===== src/rtl/psk_enc_pkg.sv =====
package psk_enc_pkg;

  typedef struct packed {
    logic captureI;  // first bit of a QPSK pair arrives
    logic symDone;   // a symbol completes this cycle
    logic restart;   // differential reference forced to zero
    logic pnStep;    // PN source delivers an accepted bit
  } encStrobes_t;

  // Gray-coded quarter-turn index of an (I,Q) pair
  function automatic logic [1:0] bitsToPhase(input logic iBit, input logic qBit);
    return {iBit, iBit ^ qBit};
  endfunction

  function automatic logic [1:0] phaseToBits(input logic [1:0] ph);
    return {ph[1], ph[1] ^ ph[0]};
  endfunction

endpackage


===== src/rtl/psk_pn_lfsr.sv =====
module psk_pn_lfsr #(
  parameter int LEN = 10,
  parameter int TAP = 3
) (
  input  logic clk,
  input  logic rst_n,
  input  logic step,
  output logic outBit
);
  localparam int MSB = LEN - 1;

  logic [MSB:0] stages;
  logic feedback;

  assign outBit   = stages[MSB];
  assign feedback = stages[MSB] ^ stages[TAP-1];

  always_ff @(posedge clk or negedge rst_n) begin
    if (!rst_n)    stages <= '1;
    else if (step) stages <= {stages[MSB-1:0], feedback};
  end
endmodule


===== src/rtl/psk_enc_ctrl.sv =====
module psk_enc_ctrl
  import psk_enc_pkg::*;
(
  input  logic        clk,
  input  logic        rst_n,
  input  logic        bitStrobe,
  input  logic        burstEnable,
  input  logic        diffEnable,
  input  logic        bpskMode,
  input  logic        pnEnable,
  output encStrobes_t strobes
);
  logic consume;
  logic pairPhase;
  logic diffActive;

  assign consume = bitStrobe & burstEnable;

  always_comb begin
    strobes          = '0;
    strobes.pnStep   = consume & pnEnable;
    if (bpskMode) begin
      strobes.symDone = consume;
    end else begin
      strobes.captureI = consume & ~pairPhase;
      strobes.symDone  = consume & pairPhase;
    end
    strobes.restart = strobes.symDone & diffEnable & ~diffActive;
  end

  always_ff @(posedge clk or negedge rst_n) begin
    if (!rst_n) begin
      pairPhase  <= 1'b0;
      diffActive <= 1'b0;
    end else begin
      if (!burstEnable || bpskMode) pairPhase <= 1'b0;
      else if (consume)             pairPhase <= ~pairPhase;
      if (strobes.symDone)          diffActive <= diffEnable;
    end
  end
endmodule


===== src/rtl/psk_enc_datapath.sv =====
module psk_enc_datapath
  import psk_enc_pkg::*;
#(
  parameter int SHORT_LEN = 10,
  parameter int SHORT_TAP = 3,
  parameter int LONG_LEN  = 23,
  parameter int LONG_TAP  = 18
) (
  input  logic        clk,
  input  logic        rst_n,
  input  encStrobes_t strobes,
  input  logic        serialBit,
  input  logic        diffEnable,
  input  logic        bpskMode,
  input  logic        pnEnable,
  input  logic        pnLongSel,
  output logic        symValid,
  output logic        symI,
  output logic        symQ
);
  logic shortBit, longBit, srcBit;
  logic holdI;
  logic prevI, prevQ;
  logic inI, inQ, refI, refQ, encI, encQ;
  logic [1:0] sumPhase;

  psk_pn_lfsr #(.LEN(SHORT_LEN), .TAP(SHORT_TAP)) shortGen_i (
    .clk(clk), .rst_n(rst_n), .step(strobes.pnStep & ~pnLongSel), .outBit(shortBit)
  );

  psk_pn_lfsr #(.LEN(LONG_LEN), .TAP(LONG_TAP)) longGen_i (
    .clk(clk), .rst_n(rst_n), .step(strobes.pnStep & pnLongSel), .outBit(longBit)
  );

  assign srcBit = pnEnable ? (pnLongSel ? longBit : shortBit) : serialBit;

  always_comb begin
    inI  = bpskMode ? srcBit : holdI;
    inQ  = bpskMode ? 1'b0   : srcBit;
    refI = strobes.restart ? 1'b0 : prevI;
    refQ = strobes.restart ? 1'b0 : prevQ;
    sumPhase = bitsToPhase(inI, inQ) + bitsToPhase(refI, refQ);
    if (!diffEnable) begin
      encI = inI;
      encQ = inQ;
    end else if (bpskMode) begin
      encI = inI ^ refI;
      encQ = 1'b0;
    end else begin
      {encI, encQ} = phaseToBits(sumPhase);
    end
  end

  always_ff @(posedge clk or negedge rst_n) begin
    if (!rst_n) begin
      holdI    <= 1'b0;
      prevI    <= 1'b0;
      prevQ    <= 1'b0;
      symValid <= 1'b0;
      symI     <= 1'b0;
      symQ     <= 1'b0;
    end else begin
      symValid <= strobes.symDone;
      if (strobes.captureI) holdI <= srcBit;
      if (strobes.symDone) begin
        prevI <= encI;
        prevQ <= encQ;
        symI  <= encI;
        symQ  <= encQ;
      end
    end
  end
endmodule


===== src/rtl/psk_symbol_encoder.sv =====
module psk_symbol_encoder
  import psk_enc_pkg::*;
#(
  parameter int SHORT_LEN = 10,
  parameter int SHORT_TAP = 3,
  parameter int LONG_LEN  = 23,
  parameter int LONG_TAP  = 18
) (
  input  logic clk,
  input  logic rst_n,
  input  logic serialBit,
  input  logic bitStrobe,
  input  logic burstEnable,
  input  logic diffEnable,
  input  logic bpskMode,
  input  logic pnEnable,
  input  logic pnLongSel,
  output logic symValid,
  output logic symI,
  output logic symQ
);
  encStrobes_t strobes;

  psk_enc_ctrl ctrl_i (
    .clk(clk), .rst_n(rst_n), .bitStrobe(bitStrobe), .burstEnable(burstEnable),
    .diffEnable(diffEnable), .bpskMode(bpskMode), .pnEnable(pnEnable),
    .strobes(strobes)
  );

  psk_enc_datapath #(
    .SHORT_LEN(SHORT_LEN), .SHORT_TAP(SHORT_TAP),
    .LONG_LEN(LONG_LEN), .LONG_TAP(LONG_TAP)
  ) dp_i (
    .clk(clk), .rst_n(rst_n), .strobes(strobes), .serialBit(serialBit),
    .diffEnable(diffEnable), .bpskMode(bpskMode), .pnEnable(pnEnable),
    .pnLongSel(pnLongSel), .symValid(symValid), .symI(symI), .symQ(symQ)
  );
endmodule


===== config.mk =====
export PLATFORM = sky130hd
export DESIGN_NAME = psk_symbol_encoder
export DESIGN_NICKNAME = d
export VERILOG_FILES = /design/src/rtl/psk_enc_pkg.sv /design/src/rtl/psk_pn_lfsr.sv /design/src/rtl/psk_enc_ctrl.sv /design/src/rtl/psk_enc_datapath.sv /design/src/rtl/psk_symbol_encoder.sv
export SDC_FILE = /design/constraint.sdc
export NUM_CORES = 1
export LEC_CHECK = 0
export BUFFER_PORTS_ARGS = -buffer_cell sky130_fd_sc_hd__buf_4
export CORE_MARGIN = 2
export CORE_UTILIZATION = 50
export CTS_BUF_LIST = sky130_fd_sc_hd__clkbuf_8
export DETAILED_ROUTE_END_ITERATION = 8
export GPL_TIMING_DRIVEN = 0
export PLACE_DENSITY_LB_ADDON = 0.12
export REMOVE_ABC_BUFFERS = 1
export SLEW_MARGIN = 10
export SYNTH_ARGS = -nofsm -noshare
export SYNTH_HDL_FRONTEND = slang
export SYNTH_SLANG_ARGS = --single-unit

===== constraint.sdc =====
create_clock -name clk -period 2.3 [get_ports clk]
set_input_delay 0.69 -clock clk [delete_from_list [all_inputs] [get_ports clk]]
set_output_delay 0.69 -clock clk [all_outputs]
set_load 0.02 [all_outputs]

==> impl_metrics.env, run 1 <==
export IMPL_final_period_utilization_pct=95.27
export IMPL_floorplan_die_width_um=63.57
export IMPL_grt_setup_unrepaired="false"
export IMPL_synth_cell_area_um2=1774
export IMPL_area_delta_synth_final_pct=13.33
export IMPL_clock_tree_buffer_depth=2
export IMPL_post_place_ws_ps=-374.0
export IMPL_power_per_cell_area_nw_per_um2=783.9
export IMPL_worst_pin_slew_ps=685.1
export IMPL_most_used_cells_in_the_layout_excluding_fill_and_tap_cells="sky130_fd_sc_hd__mux2_2, sky130_fd_sc_hd__dfstp_2, sky130_fd_sc_hd__buf_4"
export IMPL_finalWorstPathRequiredPeriod_ps=2191
export IMPL_hold_path_class="input port to asynchronous set/reset pin"
export IMPL_grt_use_total_pct=15.01
export IMPL_route_detailed_wl_per_inst_um=13.71
export IMPL_timing_final_hold_violations=0
export IMPL_tritoncts="yes"
export IMPL_initial_core_util_pct=52.75
export IMPL_placement_io_buffers=11
export IMPL_antenna_found_initial=0
export IMPL_post_cts_buffers=0
export IMPL_post_dp_hpwl_um=1754
export IMPL_overflow=0
export IMPL_drt_antenna_violating_nets=0
export IMPL_critPathLaunchType="input port"
export IMPL_cts_reportedPaths_clkPinSlew_ps=80
export IMPL_critical_path_required_ps=2490
export IMPL_yosys_cell_types_count=32
export IMPL_routed_wirelength_um=2537
export IMPL_synth_seq_area_share_pct=57.33
export IMPL_totalPowerFinal_w=0.001576
export IMPL_fmaxAchievable_mhz=456.4
export IMPL_design_portCount=12
export IMPL_first_iter_violations=14
export IMPL_post_route_worst_setup_slack_ps=108.8
export IMPL_cts_root_buffer_cell="sky130_fd_sc_hd__clkbuf_8"
export IMPL_post_drt_via_cell_ratio=5.232
export IMPL_htree_num_levels=2
export IMPL_fp_coreArea_um2=3363
export IMPL_cts_sink_count=39
export IMPL_cts_buffers=5
export IMPL_maxSlewViolCount=0
export IMPL_via_count=968
export IMPL_path_max_fanout=4
export IMPL_timing_max_slew_rel_slack_pct=54.22
export IMPL_critPathArrivalTime_ps=2380
export IMPL_largest_net_degree_at_the_start_of_global_routing=40
export IMPL_n_antenna_cell=0
export IMPL_gpl_final_weighted_congestion=0.7343
export IMPL_synth_ff_latch_count=39
export IMPL_floorplan_rows=21
export IMPL_drtPass1Iterations=4
export IMPL_final_net_count=148
export IMPL_first_pass_grt_wire_length_um=4685
export IMPL_ys_warn_count=0
export IMPL_die_h_um=63.57
export IMPL_setup_violations=0
export IMPL_drive_above_1_share_pct=68.35
export IMPL_insertion_delay_ps=290
export IMPL_floorplan_die_area_um2=4041
export IMPL_peakVddDrop_uv=493.4
export IMPL_worst_setup_path_end_kind="flip-flop"
export IMPL_drc_errors=0
export IMPL_syn_inst_count=125
export IMPL_worst_clock_skew_ps=6.247
export IMPL_drv_cap=0
export IMPL_first_global_vias=1015
export IMPL_crit_path_category="input port to flip-flop"
export IMPL_power_static_leakage_nw=0.8318
export IMPL_outcome="completed"
export IMPL_most_frequent_standard_cell_in_the_layout_excluding_fill_and_tap_cells="sky130_fd_sc_hd__mux2_2"
export IMPL_post_synth_cell_area_avg_um2=14.19
==> worst paths after layout <==
kind | from | endpoint | slack [ps] | depth (start not counted)
setup / recovery | pnLongSel | dp_i.symI | 110 | 10
hold / removal | rst_n | dp_i.symI | 340 | 1
setup reg to reg | dp_i.shortGen_i.stages[9] | dp_i.symI | 150 | 9
hold reg to reg | dp_i.longGen_i.stages[0] | dp_i.longGen_i.stages[0] | 480 | 2
max in group asynchronous | rst_n | dp_i.longGen_i.stages[14] | 1590 | 1
min in group clk | dp_i.longGen_i.stages[0] | dp_i.longGen_i.stages[0] | 480 | 2
==> Yosys cell counts <==
cell / instances / area (um2)
sky130_fd_sc_hd__nor3_1: 1 / 5.000
sky130_fd_sc_hd__a21oi_1: 3 / 15.01
sky130_fd_sc_hd__a222oi_1: 1 / 10.01
sky130_fd_sc_hd__o21ai_2: 1 / 8.760
sky130_fd_sc_hd__o211ai_4: 1 / 21.27
sky130_fd_sc_hd__nand4_2: 1 / 12.51
sky130_fd_sc_hd__nor3b_1: 2 / 15.01
sky130_fd_sc_hd__nor2_1: 4 / 15.01
sky130_fd_sc_hd__o211ai_1: 1 / 7.510
sky130_fd_sc_hd__nand3_1: 1 / 5.000
sky130_fd_sc_hd__o22a_2: 1 / 10.01
sky130_fd_sc_hd__nand3b_1: 1 / 7.510
sky130_fd_sc_hd__nand2_1: 5 / 18.77
sky130_fd_sc_hd__clkbuf_2: 1 / 5.000
sky130_fd_sc_hd__ha_1: 1 / 12.51
sky130_fd_sc_hd__o21ai_0: 3 / 15.01
sky130_fd_sc_hd__dfrtp_1: 6 / 150.1
sky130_fd_sc_hd__inv_1: 1 / 3.750
sky130_fd_sc_hd__nor2b_1: 2 / 12.51
sky130_fd_sc_hd__a31oi_1: 2 / 12.51
sky130_fd_sc_hd__o31ai_1: 1 / 7.510
sky130_fd_sc_hd__nand2b_4: 2 / 27.53
sky130_fd_sc_hd__mux2_2: 34 / 382.9
sky130_fd_sc_hd__nand2b_1: 1 / 6.260
sky130_fd_sc_hd__mux2i_1: 1 / 10.01
sky130_fd_sc_hd__buf_2: 3 / 15.01
sky130_fd_sc_hd__xnor2_1: 7 / 61.31
sky130_fd_sc_hd__o21bai_1: 1 / 7.510
sky130_fd_sc_hd__nand4_1: 1 / 6.260
sky130_fd_sc_hd__nand4b_1: 1 / 8.760
sky130_fd_sc_hd__buf_6: 1 / 11.26
sky130_fd_sc_hd__dfstp_2: 33 / 867.1
==> state kept, by name (all words and copies together) (netlist names) <==
name	flops
dp_i.holdI	1
dp_i.symQ	1
ctrl_i.pairPhase	1
dp_i.shortGen_i.stages	10
dp_i.symValid	1
ctrl_i.diffActive	1
dp_i.longGen_i.stages	23
dp_i.symI	1
==> layout make-up <==
class	instances	area (um2)
tap	46	57.56
sequential	39	1017
fill	305	1353
clock buffer	6	82.58
clock inverter	2	35.03
timing repair buffer	11	82.58
multi-input combinational	80	732.0
inverter	1	3.754
==> power by group <==
group	internal [W]	total, W	switching [W]
clock	0.000351	0.000577	0.000226
sequential	0.000729	0.000760	0.0000311
combinational	0.000123	0.000240	0.000117
total	0.00120	0.00158	0.000374
==> per-layer routing <==
metal	routed length (um)	track usage (%)	vias up
met4	48	6.522	0
met2	1276	24.61	12
li1	-	-	468
met5	0	0	-
met1	1120	18.39	482
met3	91	4.286	6
==> stage by stage <==
step / util (%) / std cells / TNS [ps] / area [um2] / hold WS [ps]
after global routing: 59.78 / 185 / 0 / 2011 / 379.7
after floorplan: - / 120 / -25.88 / 1743 / 394.4
after detailed placement: 55.99 / 177 / -636.5 / 1883 / 471.4
after global placement: 55.99 / 177 / -490.2 / 1883 / 464.4
after CTS: 59.71 / 185 / 0 / 2008 / 360.3
final: 59.78 / 185 / 0 / 2011 / 341.5
==> worst max-delay path, stage by stage <==
cell and delay (ps):
sky130_fd_sc_hd__buf_4 130, sky130_fd_sc_hd__mux2i_2 160, sky130_fd_sc_hd__a21oi_2 230, sky130_fd_sc_hd__xnor2_1 160
sky130_fd_sc_hd__ha_2 270, sky130_fd_sc_hd__nand2b_4 80, sky130_fd_sc_hd__mux2_2 260, sky130_fd_sc_hd__a21oi_1 130
sky130_fd_sc_hd__a31oi_1 50, sky130_fd_sc_hd__o22a_2 210
==> kinds of logic (layout without fill, tap and decap cells) <==
group	Yosys count	after routing	synth area share (%)
flip-flops	39	39	57.33
adder cells (fa/ha/maj)	1	1	0.7051
multiplexers	35	35	22.14
AND/OR/NAND/NOR	22	22	7.898
AO/OA/AOI/OAI	15	15	6.488
XOR/XNOR	7	7	3.456
buffers and inverters	6	20	1.974
==> repair_timing <==
action | CTS | global route
hold buffers | 0 | 0
pin swaps | 0 | 2
resized for setup | 2 | 1
cloned | 0 | 0
setup endpoints to repair | 1 | 1
No activity file was read; power rests on OpenSTA's default activity.
==> run 2: changes to the inputs <==
Settings changed: CELL_PAD_IN_SITES_DETAIL_PLACEMENT set to 1, CELL_PAD_IN_SITES_GLOBAL_PLACEMENT set to 1, CORE_UTILIZATION 50 to 47.
==> run 2 against run 1 <==
Worst setup slack better by 58 ps. Die area increased by 6.0%. Count of clock-buffer cells in the layout is 1 lower. Maximum frequency is 2.7% higher. Global-route usage is 0.19 points higher. First-iteration DRC count rose to 3.0 times the previous value. Design area increased by 0.25%. Sequential power about the same. Utilization down 4.3 points. Combinational power is essentially flat. Total power shrank 0.92%. Largest cell class unchanged. Largest power group unchanged. Highest routed layer unchanged.
==> impl_metrics.env, run 2 (same netlist as run 1, synthesis figures left out) <==
export IMPL_fin_tns_setup_ps=0
export IMPL_most_used_cells_in_the_layout_excluding_fill_and_tap_cells="sky130_fd_sc_hd__mux2_2, sky130_fd_sc_hd__dfstp_2, sky130_fd_sc_hd__buf_4"
export IMPL_fmaxAchievable_mhz=468.8
export IMPL_first_iter_violations=42
export IMPL_postPlaceCellArea_um2=1886
export IMPL_overflow=0
export IMPL_grt_most_used_layer="met2"
export IMPL_gpl_final_weighted_congestion=0.6997
export IMPL_path_max_fanout=4
export IMPL_critical_path_cell_chain="buf_4 > mux2i_2 > a21oi_2 > xnor2_1 > ha_2 > nand2b_4 > mux2_2 > a21oi_1 > a31oi_1 > o22a_2"
export IMPL_cts_root_buffer_cell="sky130_fd_sc_hd__clkbuf_8"
export IMPL_flip_flop_count_of_the_largest_register_all_copies_and_words_added=23
export IMPL_via_count=1013
export IMPL_utilization_pct=55.48
export IMPL_die_h_um=65.44
export IMPL_critPathArrivalTime_ps=2320
export IMPL_finalWorstPathRequiredPeriod_ps=2133
export IMPL_maxSlewViolCount=0
export IMPL_routed_wirelength_um=2784
export IMPL_top_regs="dp_i.longGen_i.stages: 23 flops, dp_i.shortGen_i.stages: 10 flops"
export IMPL_outcome="completed"
export IMPL_final_net_count=149
export IMPL_drc_errors=0
export IMPL_final_period_utilization_pct=92.74
export IMPL_largest_net_degree_at_the_start_of_global_routing=40
export IMPL_area_delta_synth_final_pct=13.61
export IMPL_most_frequent_standard_cell_in_the_layout_excluding_fill_and_tap_cells="sky130_fd_sc_hd__mux2_2"
export IMPL_cts_sink_count=39
export IMPL_floorplan_rows=22
export IMPL_peakVddDrop_uv=437.9
export IMPL_grtUsageMet2_pct=24.49
export IMPL_antenna_found_initial=0
export IMPL_placement_io_buffers=11
export IMPL_post_dp_hpwl_um=1792
export IMPL_cts_reportedPaths_clkPinSlew_ps=80
export IMPL_timing_max_slew_rel_slack_pct=51.49
export IMPL_final_cell_area_um2=2016
export IMPL_grt_met3_usage_pct=4.623
export IMPL_htree_num_levels=2
export IMPL_worst_setup_path_end_kind="flip-flop"
export IMPL_floorplan_die_area_um2=4282
export IMPL_grt_setup_unrepaired="false"
export IMPL_drt_antenna_violating_nets=0
export IMPL_fp_coreArea_um2=3633
export IMPL_library_cell_contributing_the_largest_single_delay_on_the_critical_path="sky130_fd_sc_hd__ha_2"
export IMPL_totalPowerFinal_w=0.001562
export IMPL_critical_path_required_ps=2480
export IMPL_critical_path_max_stage_delay_ps=260
export IMPL_grt_use_total_pct=15.19
export IMPL_cts_buffers=5
export IMPL_crit_path_category="input port to flip-flop"
export IMPL_floorplan_die_width_um=65.44
export IMPL_power_static_leakage_nw=0.8338
export IMPL_grt_util_met1_pct=19.41
export IMPL_tritoncts="yes"
export IMPL_power_per_cell_area_nw_per_um2=774.8
export IMPL_worst_clock_skew_ps=4.697
export IMPL_n_antenna_cell=0
export IMPL_cts_hold_fix_buffers=0
export IMPL_clock_tree_buffer_depth=2
export IMPL_hold_path_class="input port to asynchronous set/reset pin"
export IMPL_max_flop_register="dp_i.longGen_i.stages"
export IMPL_initial_core_util_pct=48.83
export IMPL_drtPass1Iterations=4
export IMPL_first_global_vias=1054
export IMPL_setup_violations=0
export IMPL_route_detailed_wl_per_inst_um=14.81
export IMPL_drive_above_1_share_pct=68.57
export IMPL_critPathLaunchType="input port"
export IMPL_drv_cap=0
export IMPL_post_drt_via_cell_ratio=5.388
export IMPL_worst_pin_slew_ps=725.9
export IMPL_first_pass_grt_wire_length_um=4885
export IMPL_timing_final_hold_violations=0
export IMPL_insertion_delay_ps=280
export IMPL_design_portCount=12
-- run 2: changes by cell type in the layout (fill, tap and decap cells not counted) --
cell                       before  now
sky130_fd_sc_hd__buf_4         11   12
sky130_fd_sc_hd__clkbuf_8       6    5
sky130_fd_sc_hd__clkinv_4       0    1
-- run 2: path summary, 6_finish.rpt --
check / end / depth (start not counted) / slack, ps / startpoint
setup / recovery: dp_i.symI / 10 / 170 / pnLongSel
min in group clk: dp_i.shortGen_i.stages[0] / 2 / 490 / dp_i.shortGen_i.stages[0]
hold reg to reg: dp_i.shortGen_i.stages[0] / 2 / 490 / dp_i.shortGen_i.stages[0]
setup reg to reg: dp_i.symI / 9 / 230 / dp_i.longGen_i.stages[22]
max in group asynchronous: dp_i.longGen_i.stages[19] / 1 / 1590 / rst_n
hold / removal: dp_i.symQ / 1 / 350 / rst_n
-- run 2: repair_timing --
item / CTS / global route
resized for setup: 1 / 2
setup endpoints to repair: 2 / 2
setup buffers: 0 / 1
pin swaps: 0 / 2
-- run 2: cell type report --
class,instances,area [um2]
Multi-Input combinational cell,80,732.0
Tap cell,48,60.06
Timing Repair Buffer,12,90.09
Clock inverter,3,43.79
Inverter,1,3.754
Fill cell,371,1618
Sequential cell,39,1017
Clock buffer,5,68.82
-- run 2: per-layer routing --
layer,vias to the layer above,wire length (um)
met5,-,0
met4,0,33
met3,4,75
met2,14,1396
met1,523,1279
li1,472,-
-- run 2: critical path: cells and delay by family --
family | cells | cell delay (ps)
AO/OA/AOI/OAI | 4 | 520
multiplexers | 2 | 500
adder cells (fa/ha/maj) | 1 | 260
XOR/XNOR | 1 | 170
buffers and inverters | 1 | 100
AND/OR/NAND/NOR | 1 | 70
-- run 2: power by group --
| group | internal (W) | switching, W |
|---|---|---|
| Sequential | 0.000729 | 0.0000308 |
| Combinational | 0.000124 | 0.000119 |
| Clock | 0.000323 | 0.000237 |
-- run 2: stage by stage --
stage	worst slack, ps	hold slack (ps)	std cells
2_1_floorplan	-25.88	394.4	120
3_3_place_gp	-336.3	465.1	179
3_5_place_dp	-402.9	476.5	179
4_1_cts	22.39	361.2	187
5_1_grt	19.15	376.1	188
6_report	166.9	352.6	188
==> run 3: changes to the inputs <==
Settings changed: RECOVER_POWER set to 25.
==> run 3 against run 2 <==
Sequential cell count unchanged. Largest power group unchanged. Critical path type unchanged. Clock power about the same. Combinational power about the same. Final cell count unchanged. Via count unchanged. Clock skew unchanged. Die area unchanged. Count of clock-buffer cells in the layout unchanged. Non-clock buffer count unchanged. Largest cell class unchanged. Total power about the same. Worst hold slack better by 140 ps.
==> impl_metrics.env, run 3 (same netlist as run 1, synthesis figures left out) <==
export IMPL_worst_clock_skew_ps=4.697
export IMPL_setup_violations=0
export IMPL_gpl_final_weighted_congestion=0.6997
export IMPL_met3_length_um=74
export IMPL_final_cells=188
export IMPL_fmaxAchievable_mhz=468.8
export IMPL_final_cell_area_um2=2013
export IMPL_drt_antenna_violating_nets=0
export IMPL_top_regs="dp_i.longGen_i.stages: 23 flops, dp_i.shortGen_i.stages: 10 flops"
export IMPL_library_cell_contributing_the_largest_single_delay_on_the_critical_path="sky130_fd_sc_hd__ha_2"
export IMPL_highest_signal_layer="met4"
export IMPL_max_flop_register="dp_i.longGen_i.stages"
export IMPL_critical_path_cell_chain="buf_4 > mux2i_2 > a21oi_2 > xnor2_1 > ha_2 > nand2b_4 > mux2_2 > a21oi_1 > a31oi_1 > o22a_2"
export IMPL_first_iter_violations=42
export IMPL_power_per_cell_area_nw_per_um2=775.4
export IMPL_cts_reportedPaths_clkPinSlew_ps=80
export IMPL_overflow=0
export IMPL_maxSlewViolCount=0
export IMPL_grt_setup_unrepaired="false"
export IMPL_worst_setup_path_end_kind="flip-flop"
export IMPL_cts_buffers=5
export IMPL_cts_hold_fix_buffers=0
export IMPL_timing_max_slew_rel_slack_pct=39.19
export IMPL_final_net_count=149
export IMPL_finalWorstPathRequiredPeriod_ps=2133
export IMPL_worst_pin_slew_ps=912.2
export IMPL_postPlaceCellArea_um2=1886
export IMPL_timing_final_hold_violations=0
export IMPL_crit_path_category="input port to flip-flop"
export IMPL_largest_net_degree_at_the_start_of_global_routing=40
export IMPL_flip_flop_count_of_the_largest_register_all_copies_and_words_added=23
export IMPL_drive_above_1_share_pct=68.57
export IMPL_placed_cells=179
export IMPL_drc_errors=0
export IMPL_die_h_um=65.44
export IMPL_power_static_leakage_nw=0.8332
export IMPL_cts_root_buffer_cell="sky130_fd_sc_hd__clkbuf_8"
export IMPL_outcome="completed"
export IMPL_post_dp_hpwl_um=1792
export IMPL_peakVddDrop_uv=437.9
export IMPL_hold_path_class="flip-flop to flip-flop"
export IMPL_htree_num_levels=2
export IMPL_n_antenna_cell=0
export IMPL_design_portCount=12
export IMPL_routed_wirelength_um=2782
export IMPL_first_global_vias=1054
export IMPL_fp_coreArea_um2=3633
export IMPL_via_count=1013
export IMPL_cpLargestDelayFamily="compound AO/OA/AOI/OAI gates"
export IMPL_tritoncts="yes"
export IMPL_initial_core_util_pct=48.83
export IMPL_antenna_found_initial=0
export IMPL_reg2reg_setup_slack_ps=230
export IMPL_drtPass1Iterations=4
export IMPL_critical_path_max_stage_delay_ps=260
export IMPL_whs_ps=493.2
export IMPL_floorplan_die_width_um=65.44
export IMPL_critical_path_required_ps=2480
export IMPL_area_delta_synth_final_pct=13.47
export IMPL_grt_use_total_pct=15.19
export IMPL_most_frequent_standard_cell_in_the_layout_excluding_fill_and_tap_cells="sky130_fd_sc_hd__mux2_2"
export IMPL_most_used_cells_in_the_layout_excluding_fill_and_tap_cells="sky130_fd_sc_hd__mux2_2, sky130_fd_sc_hd__dfstp_2, sky130_fd_sc_hd__buf_4"
export IMPL_cp_buf_inv_count=1
export IMPL_drv_cap=0
export IMPL_critPathArrivalTime_ps=2320
export IMPL_floorplan_rows=22
export IMPL_clock_tree_buffer_depth=2
export IMPL_final_period_utilization_pct=92.74
export IMPL_cts_sink_count=39
export IMPL_post_drt_via_cell_ratio=5.388
export IMPL_critPathLaunchType="input port"
export IMPL_m1WireLength_um=1279
export IMPL_placement_io_buffers=11
export IMPL_totalPowerFinal_w=0.001561
export IMPL_route_detailed_wl_per_inst_um=14.80
export IMPL_path_max_fanout=4
export IMPL_insertion_delay_ps=280
export IMPL_routed_wl_met2_um=1394
export IMPL_floorplan_die_area_um2=4282
export IMPL_first_pass_grt_wire_length_um=4885
[run 3: changes by cell type in the layout (fill, tap and decap cells not counted), sizes merged]
cell,previous run,this run
clkbuf,5,6
buf,12,11
[run 3: repair_timing]
| item | CTS | global route |
|---|---|---|
| buffers inserted | 0 | 1 |
| resized for setup | 1 | 2 |
| setup endpoints to repair | 2 | 2 |
| pin swaps | 0 | 2 |
[run 3: path summary, 6_finish.rpt]
| path | startpoint | end | cells past startpoint |
|---|---|---|---|
| min | dp_i.shortGen_i.stages[0] | dp_i.shortGen_i.stages[0] | 2 |
| max | pnLongSel | dp_i.symI | 10 |
| min in group asynchronous | rst_n | dp_i.symQ | 1 |
| max reg2reg | dp_i.longGen_i.stages[22] | dp_i.symI | 9 |
| min reg2reg | dp_i.shortGen_i.stages[0] | dp_i.shortGen_i.stages[0] | 2 |
| max in group asynchronous | rst_n | ctrl_i.pairPhase | 1 |
[run 3: tightest hold or removal path, stage by stage (launching register included)]
cell and delay, ps:
sky130_fd_sc_hd__dfstp_2 370, sky130_fd_sc_hd__nand2_1 50, sky130_fd_sc_hd__o21ai_0 70
[run 3: report_power, final]
part	total (W)	switching, W	leakage, nW	internal, W
combinational	0.000242	0.000119	0.357	0.000124
sequential	0.000759	0.0000308	0.418	0.000729
clock	0.000560	0.000237	0.0581	0.000323
[run 3: layout make-up]
class	instances	area, um2
clock buffers	5	68.82
well taps	48	60.06
flip-flops and latches	39	1017
repair buffers	12	87.58
inverters	1	3.754
fillers	371	1620
multi-input cells	80	732.0
clock inverters	3	43.79
[run 3: metal layers]
| metal | vias to the layer above | GRT usage (%) |
|---|---|---|
| met1 | 523 | 19.41 |
| met4 | 0 | 5.469 |
| met3 | 4 | 4.623 |
| li1 | 472 | - |
| met5 | - | 0 |
| met2 | 14 | 24.49 |
[run 3: per-stage QoR]
step,TNS (ps),worst slack (ps),utilization [%]
floorplan,-25.88,-25.88,-
global placement,-575.2,-336.3,51.89
detailed placement,-713.0,-402.9,51.89
CTS,0,22.39,55.10
global route,0,19.15,55.41
finish,0,166.9,55.41
